`src/rtl/cvf_pkg.sv`:
```
// Shared definitions for the comparator vote filter.
// Assumes at most five samples per window.
package cvf_pkg;
    localparam int MAX_TAPS = 5;

    typedef enum logic [1:0] {
        FLEN_OFF  = 2'd0,
        FLEN_MAJ3 = 2'd1,
        FLEN_MAJ5 = 2'd2,
        FLEN_RSVD = 2'd3
    } flen_e;

    // Window length for a length select; the reserved code acts as no filtering.
    function automatic logic [2:0] taps_of(input logic [1:0] sel);
        case (flen_e'(sel))
            FLEN_MAJ3: taps_of = 3'd3;
            FLEN_MAJ5: taps_of = 3'd5;
            default:   taps_of = 3'd1;
        endcase
    endfunction
endpackage

```
`src/rtl/cvf_prescaler.sv`:
```
// Sample strobe generator: one-cycle strobe every 2^sel cycles while run is high.
// Assumes restart is asserted whenever the sample phase must begin anew.
module cvf_prescaler #(
    parameter int SEL_W = 3
) (
    input  logic             clk,
    input  logic             rst_n,
    input  logic             run,
    input  logic             restart,
    input  logic [SEL_W-1:0] sel,
    output logic             strobe
);
    localparam int CNT_W = (1 << SEL_W) - 1;

    logic [CNT_W-1:0] cnt;
    logic [CNT_W-1:0] mask;

    // Phase counter: cleared on reset or restart, advances while running.
    always_ff @(posedge clk) begin
        if (!rst_n || restart) begin
            cnt <= '0;
        end else if (run) begin
            cnt <= cnt + 1'b1;
        end
    end

    // Strobe when the low sel bits of the phase are all ones.
    always_comb begin
        mask   = ~({CNT_W{1'b1}} << sel);
        strobe = run && ((cnt & mask) == mask);
    end

    AST_STROBE_SPACED: assert property (@(posedge clk) disable iff (!rst_n)
        (strobe && sel != '0 && !restart) |=> (!strobe || sel != $past(sel)));
endmodule

```
`src/rtl/cvf_history.sv`:
```
// Sample history and majority vote over the newest taps samples.
// The vote includes the sample being offered this cycle; assumes DEPTH >= 3.
module cvf_history #(
    parameter int DEPTH = 5,
    parameter int CW    = 3
) (
    input  logic          clk,
    input  logic          rst_n,
    input  logic          flush,
    input  logic          shift,
    input  logic          bit_in,
    input  logic [CW-1:0] taps,
    output logic          vote
);
    logic [DEPTH-2:0] hist;
    logic [DEPTH-1:0] window;
    logic [CW-1:0]    ones;
    logic [CW-1:0]    thresh;

    // Shift register of past samples, newest in bit 0.
    always_ff @(posedge clk) begin
        if (!rst_n || flush) begin
            hist <= '0;
        end else if (shift) begin
            hist <= {hist[DEPTH-3:0], bit_in};
        end
    end

    // Count ones in the active part of the window and compare with the majority.
    always_comb begin
        window = {hist, bit_in};
        ones   = '0;
        for (int i = 0; i < DEPTH; i++) begin
            if (CW'(i) < taps) begin
                ones = ones + CW'(window[i]);
            end
        end
        thresh = (taps >> 1) + 1'b1;
        vote   = (ones >= thresh);
    end
endmodule

```
`src/rtl/cvf_sequencer.sv`:
```
// Mode control: detects configuration changes, accepts single-shot starts,
// counts samples and owns the filt_out, valid and done registers.
// Assumes all inputs are synchronous to clk.
module cvf_sequencer #(
    parameter int CW = 3
) (
    input  logic          clk,
    input  logic          rst_n,
    input  logic          enable,
    input  logic          single_mode,
    input  logic [1:0]    flen_sel,
    input  logic          start,
    input  logic          raw_in,
    input  logic          strobe,
    input  logic          vote,
    input  logic [CW-1:0] taps,
    output logic          restart,
    output logic          take,
    output logic          filt_out,
    output logic          valid,
    output logic          done
);
    logic          en_q, mode_q;
    logic [1:0]    flen_q;
    logic          clr, start_acc, gate, busy;
    logic [CW-1:0] nsamp, nsamp_inc;

    // Remember the configuration seen at the last edge.
    always_ff @(posedge clk) begin
        if (!rst_n) begin
            en_q   <= 1'b0;
            mode_q <= 1'b0;
            flen_q <= '0;
        end else begin
            en_q   <= enable;
            mode_q <= single_mode;
            flen_q <= flen_sel;
        end
    end

    // Decode clear, start acceptance and sample-taking conditions.
    always_comb begin
        clr       = (enable != en_q) || (single_mode != mode_q) || (flen_sel != flen_q);
        start_acc = enable && single_mode && start && !busy && !clr;
        gate      = single_mode ? busy : 1'b1;
        take      = strobe && enable && gate && !clr && !start_acc;
        restart   = clr || start_acc;
        nsamp_inc = (nsamp >= taps) ? taps : nsamp + 1'b1;
    end

    // Sample count, busy flag and the result registers.
    always_ff @(posedge clk) begin
        if (!rst_n) begin
            nsamp    <= '0;
            busy     <= 1'b0;
            filt_out <= 1'b0;
            valid    <= 1'b0;
            done     <= 1'b0;
        end else begin
            done <= 1'b0;
            if (clr) begin
                nsamp    <= '0;
                busy     <= 1'b0;
                filt_out <= 1'b0;
                valid    <= 1'b0;
            end else if (start_acc) begin
                nsamp <= '0;
                busy  <= 1'b1;
                valid <= 1'b0;
            end else if (take) begin
                nsamp <= nsamp_inc;
                if (nsamp_inc == taps) begin
                    filt_out <= vote;
                    valid    <= 1'b1;
                    if (single_mode) begin
                        done <= 1'b1;
                        busy <= 1'b0;
                    end
                end
            end
        end
    end

    AST_DONE_ONE_CYCLE: assert property (@(posedge clk) disable iff (!rst_n)
        done |=> !done);
    AST_DONE_ONLY_SINGLE: assert property (@(posedge clk) disable iff (!rst_n)
        done |-> (mode_q && valid));
    AST_CLEAR_DROPS_VALID: assert property (@(posedge clk) disable iff (!rst_n)
        clr |=> (!valid && !done && !filt_out));
    AST_VALID_ON_SAMPLE: assert property (@(posedge clk) disable iff (!rst_n)
        $rose(valid) |-> $past(take));
    AST_HOLD_RESULT: assert property (@(posedge clk) disable iff (!rst_n)
        (!take && !clr) |=> $stable(filt_out));
    AST_BUSY_KEEPS: assert property (@(posedge clk) disable iff (!rst_n)
        (busy && !take && !clr) |=> busy);
    AST_OFF_NOT_VALID: assert property (@(posedge clk) disable iff (!rst_n)
        !enable |=> !valid);
    AST_SINGLE_TAP_FOLLOWS: assert property (@(posedge clk) disable iff (!rst_n)
        (take && taps == CW'(1)) |=> (valid && filt_out == $past(raw_in)));
endmodule

```
`src/rtl/cmp_vote_filter.sv`:
```
// Comparator output majority filter, top level.
// Connects the sample strobe, the history/vote and the mode sequencer.
// Assumes raw_in and all configuration inputs are synchronous to clk.
module cmp_vote_filter #(
    parameter int SEL_W = 3,
    parameter int TAPS  = cvf_pkg::MAX_TAPS
) (
    input  logic             clk,
    input  logic             rst_n,
    input  logic             enable,
    input  logic             raw_in,
    input  logic [1:0]       flen_sel,
    input  logic [SEL_W-1:0] presc_sel,
    input  logic             single_mode,
    input  logic             start,
    output logic             filt_out,
    output logic             valid,
    output logic             done
);
    localparam int CW = 3;

    logic          strobe, restart, take, vote;
    logic [CW-1:0] taps;

    // Window length from the length select.
    always_comb taps = cvf_pkg::taps_of(flen_sel);

    cvf_prescaler #(.SEL_W(SEL_W)) i_presc (
        .clk(clk), .rst_n(rst_n), .run(enable), .restart(restart),
        .sel(presc_sel), .strobe(strobe)
    );

    cvf_history #(.DEPTH(TAPS), .CW(CW)) i_hist (
        .clk(clk), .rst_n(rst_n), .flush(restart), .shift(take),
        .bit_in(raw_in), .taps(taps), .vote(vote)
    );

    cvf_sequencer #(.CW(CW)) i_seq (
        .clk(clk), .rst_n(rst_n), .enable(enable), .single_mode(single_mode),
        .flen_sel(flen_sel), .start(start), .raw_in(raw_in), .strobe(strobe),
        .vote(vote), .taps(taps), .restart(restart), .take(take),
        .filt_out(filt_out), .valid(valid), .done(done)
    );
endmodule

```
`config.mk`:
```
export PLATFORM = sky130hd
export DESIGN_NAME = cmp_vote_filter
export DESIGN_NICKNAME = d
export VERILOG_FILES = /design/src/rtl/cvf_pkg.sv /design/src/rtl/cvf_prescaler.sv /design/src/rtl/cvf_history.sv /design/src/rtl/cvf_sequencer.sv /design/src/rtl/cmp_vote_filter.sv
export SDC_FILE = /design/constraint.sdc
export NUM_CORES = 1
export LEC_CHECK = 0
export BUFFER_PORTS_ARGS = -buffer_cell sky130_fd_sc_hd__buf_2
export CAP_MARGIN = 20
export CORE_MARGIN = 3
export CORE_UTILIZATION = 40
export CTS_BUF_LIST = sky130_fd_sc_hd__clkbuf_16
export DETAILED_ROUTE_END_ITERATION = 12
export PLACE_DENSITY_LB_ADDON = 0.2
export SYNTH_ARGS = -nofsm -noshare
export SYNTH_HDL_FRONTEND = slang
export SYNTH_HIERARCHICAL = 1
export SYNTH_SLANG_ARGS = --single-unit
export TNS_END_PERCENT = 20
```
`constraint.sdc`:
```
create_clock -name clk -period 5.4 [get_ports clk]
set_input_delay 0.27 -clock clk [delete_from_list [all_inputs] [get_ports clk]]
set_output_delay 0.27 -clock clk [all_outputs]
set_load 0.05 [all_outputs]
```
==> results.sh <==
export IMPL_dr_first_iter_drc_count=41
export IMPL_cts_buffers=3
export IMPL_clock_sinks=22
export IMPL_first_global_vias=1167
export IMPL_crit_top_cell="ha_1"
export IMPL_synth_cell_type_count=51
export IMPL_synth_seq_area_share=0.272
export IMPL_via_per_inst=5.06
export IMPL_ff2ff_setup_slack_ns=1.80
export IMPL_finClkSkew_ns=0.00435
export IMPL_worstPathArrival_ns=4.05
export IMPL_ios=14
export IMPL_overflow=0
export IMPL_routedWlPerCell_um=12.0
export IMPL_cts_root_buffer="clkbuf_16"
export IMPL_firstDrtPassIters=4
export IMPL_drive_gt1_frac=0.167
export IMPL_maxCapViolCount=0
export IMPL_fin_nets=229
export IMPL_min_from="flen_sel[1]"
export IMPL_hold_viol_final=0
export IMPL_routabilityCongestion=0.818
export IMPL_cts_tree="built"
export IMPL_core_area_um2=3770
export IMPL_whs_endpoint="i_seq/flen_q[1]"
export IMPL_drv_slew=0
export IMPL_wl_um=2960
export IMPL_crit_path_max_incr_delay_ns=0.30
export IMPL_tightest_slew_ns=0.742
export IMPL_die_h_um=69.6
export IMPL_clkLatencyLatePin_ns=0.25
export IMPL_synthFlopType="dfxtp_1"
export IMPL_synth_seq_cells=22
export IMPL_holdPathStages=2
export IMPL_r2r_start="i_hist/hist[0]"
export IMPL_synth_edf_count=0
export IMPL_powerDensity_nw_per_um2=225
export IMPL_cp_required_ns=5.54
export IMPL_cts_hold_fix_buffers=0
export IMPL_postCtsSetupRepairBufs=0
export IMPL_multi_input_area_um2=1130
export IMPL_yosysWarningCount=6
export IMPL_antenna_found_initial=0
export IMPL_fmax_mhz=256
export IMPL_setup_tns_ns=0
export IMPL_n_antenna_cell=0
export IMPL_cellLeakagePower_nw=0.830
export IMPL_crit_fanout=14
export IMPL_vias=1244
export IMPL_yosys_top_cells_area="dfxtp_1 (27%), ha_1 (15%), mux2i_1 (6.8%)"
export IMPL_setup_viol=0
export IMPL_grt_use_total=0.129
export IMPL_cts_clk_slew_worst_paths_ns=0.06
export IMPL_antenna_left=0
export IMPL_regArea_um2=440
export IMPL_r2r_end="i_seq/filt_out"
export IMPL_worst_ir_drop_vdd_mv=0.181
export IMPL_num_rows=22
export IMPL_areaGrowthSynthToFinish_pct=14.8
export IMPL_synthCells=177
export IMPL_die_x_um=69.6
export IMPL_r2r_cells=18
export IMPL_rsz0062_at_grt="no"
export IMPL_netlist_area_um2=1620
export IMPL_io_buffers=13
export IMPL_path_class="input port to register"
export IMPL_post_dp_hpwl_um=2410
export IMPL_clk_path_buf_depth=2
export IMPL_fillCellCount=354
export IMPL_design_die_area_um2=4840
export IMPL_hp_class="input port to register"
export IMPL_start_kind="input port"
export IMPL_cpMaxStageDelayCell="ha_1"
export IMPL_htree_levels=1
export IMPL_post_route_period_util=0.724
export IMPL_slew_headroom=0.503
export IMPL_status="finished, final reports clean"
export IMPL_end_kind="register"
export IMPL_async_reset_ff_frac=0
export IMPL_path_cells="buf_2, nor2b_1, buf_4, inv_1, ha_1, nand3_1, o21ai_0, ha_1, mux2i_1, o21ai_2, ha_1, mux2_4, ha_1, ha_1, mux2_2, nand2_1, o21ai_1, ha_1, a21o_1, a21o_1, nand3_1, mux2i_1"
export IMPL_avgSynthCellArea_um2=9.14
export IMPL_period_minus_slack_ns=3.91
export IMPL_drc_errors=0
export IMPL_hold_ws_ns=0.285
export IMPL_cts_resized=0
export IMPL_synth_top_area_share=0.272
export IMPL_synth_top_area_cell="dfxtp_1"
export IMPL_grt_pass1_wl_um=5180
export IMPL_grt_max_degree=15
export IMPL_initial_core_util=0.429
-- where the power goes --
group	internal, mW	total [mW]	switching, mW	leakage [nW]
combinational	0.0221	0.0502	0.0280	0.601
sequential	0.164	0.165	0.000775	0.178
clock	0.147	0.203	0.0563	0.0511
-- worst max path at each step --
stage	start	end	slack [ns]	cells past startpoint
3_5_place_dp	flen_sel[1]	i_seq/filt_out	1.21	22
6_report	flen_sel[1]	i_seq/filt_out	1.49	22
2_1_floorplan	flen_sel[1]	i_seq/filt_out	1.38	21
5_1_grt	flen_sel[1]	i_seq/filt_out	1.19	24
4_1_cts	flen_sel[1]	i_seq/filt_out	1.48	22
3_3_place_gp	flen_sel[1]	i_seq/filt_out	1.37	22
-- cells in the final DEF (no fill, tap or decap), types with 2 or more instances in the layout --
| cell | Yosys | routed |
|---|---|---|
| nor2_1 | 11 | 11 |
| nand4_1 | 4 | 4 |
| a21oi_1 | 4 | 4 |
| mux2i_1 | 11 | 11 |
| xnor2_1 | 7 | 7 |
| a21o_1 | 5 | 5 |
| conb_1 | 1 | 8 |
| nand2b_1 | 7 | 7 |
| o21ai_1 | 2 | 2 |
| clkbuf_16 | 0 | 3 |
| nand2_1 | 13 | 13 |
| nand3_1 | 4 | 4 |
| and2_1 | 4 | 4 |
| nor2b_1 | 2 | 2 |
| inv_1 | 14 | 14 |
| xor2_1 | 5 | 5 |
| dfxtp_1 | 22 | 22 |
| ha_1 | 19 | 19 |
| a221oi_2 | 2 | 2 |
| nor3_2 | 2 | 2 |
| o21ai_0 | 7 | 7 |
| buf_2 | 1 | 13 |
-- area by class of cell --
cell class,count,area share
Inverter,14,0.0283
Tap cell,48,0.0323
Clock buffer,3,0.0404
Sequential cell,22,0.237
Clock inverter,1,0.0162
Timing Repair Buffer,14,0.0391
Multi-Input combinational cell,144,0.606
-- metrics by stage --
stage	area [µm²]	util	setup WS, ns	power (mW)	std cells
floorplan	1640	-	1.38	0.205	184
global placement	1750	0.464	1.37	0.216	242
detailed placement	1750	0.464	1.21	0.218	242
CTS	1860	0.492	1.48	0.427	246
global route	1860	0.492	1.19	0.443	246
finish	1860	0.492	1.49	0.418	246
-- flip-flops by register name, indices dropped and copies added (netlist names) --
signal and flops:
i_hist/hist 4, i_presc/cnt 7, i_seq/busy 1, i_seq/done 1, i_seq/en_q 1, i_seq/filt_out 1, i_seq/flen_q 2, i_seq/mode_q 1
i_seq/nsamp 3, i_seq/valid 1
-- cells by family (layout without fill, tap and decap cells) --
| family | count (synthesis) | in the layout | synth area share |
|---|---|---|---|
| XOR/XNOR | 13 | 13 | 0.0797 |
| buffers and inverters | 18 | 32 | 0.0479 |
| AO/OA/AOI/OAI | 32 | 32 | 0.157 |
| flip-flops | 22 | 22 | 0.272 |
| other | 1 | 8 | 0.00232 |
| adder cells (fa/ha/maj) | 19 | 19 | 0.147 |
| AND/OR/NAND/NOR | 59 | 59 | 0.210 |
| multiplexers | 13 | 13 | 0.0843 |
-- synth_stat cells (2+ instances only) --
| library cell | n |
|---|---|
| mux2i_1 | 11 |
| nor2_1 | 11 |
| and2_1 | 4 |
| nand2b_1 | 7 |
| a21o_1 | 5 |
| nand2_1 | 13 |
| nand4_1 | 4 |
| o21ai_1 | 2 |
| nor3_2 | 2 |
| nand3_1 | 4 |
| a21oi_1 | 4 |
| xnor2_1 | 7 |
| dfxtp_1 | 22 |
| ha_1 | 19 |
| a221oi_2 | 2 |
| o21ai_0 | 7 |
| inv_1 | 14 |
| xor2_1 | 5 |
| nor2b_1 | 2 |
-- worst max-delay path: cells and delay by family --
| kind | cells | cell delay, ns |
|---|---|---|
| AOI/OAI and AO/OA | 5 | 0.60 |
| adders and majority gates | 6 | 1.60 |
| buffers and inverters | 3 | 0.42 |
| muxes | 4 | 0.77 |
| and+or+nand+nor | 4 | 0.40 |
-- routing by layer --
| metal | share of wire | GRT usage |
|---|---|---|
| met5 | 0 | 0 |
| met4 | 0.0057 | 0.0434 |
| met3 | 0.025 | 0.0145 |
| met2 | 0.49 | 0.213 |
| met1 | 0.48 | 0.174 |
(Power assumes the default switching activity.)
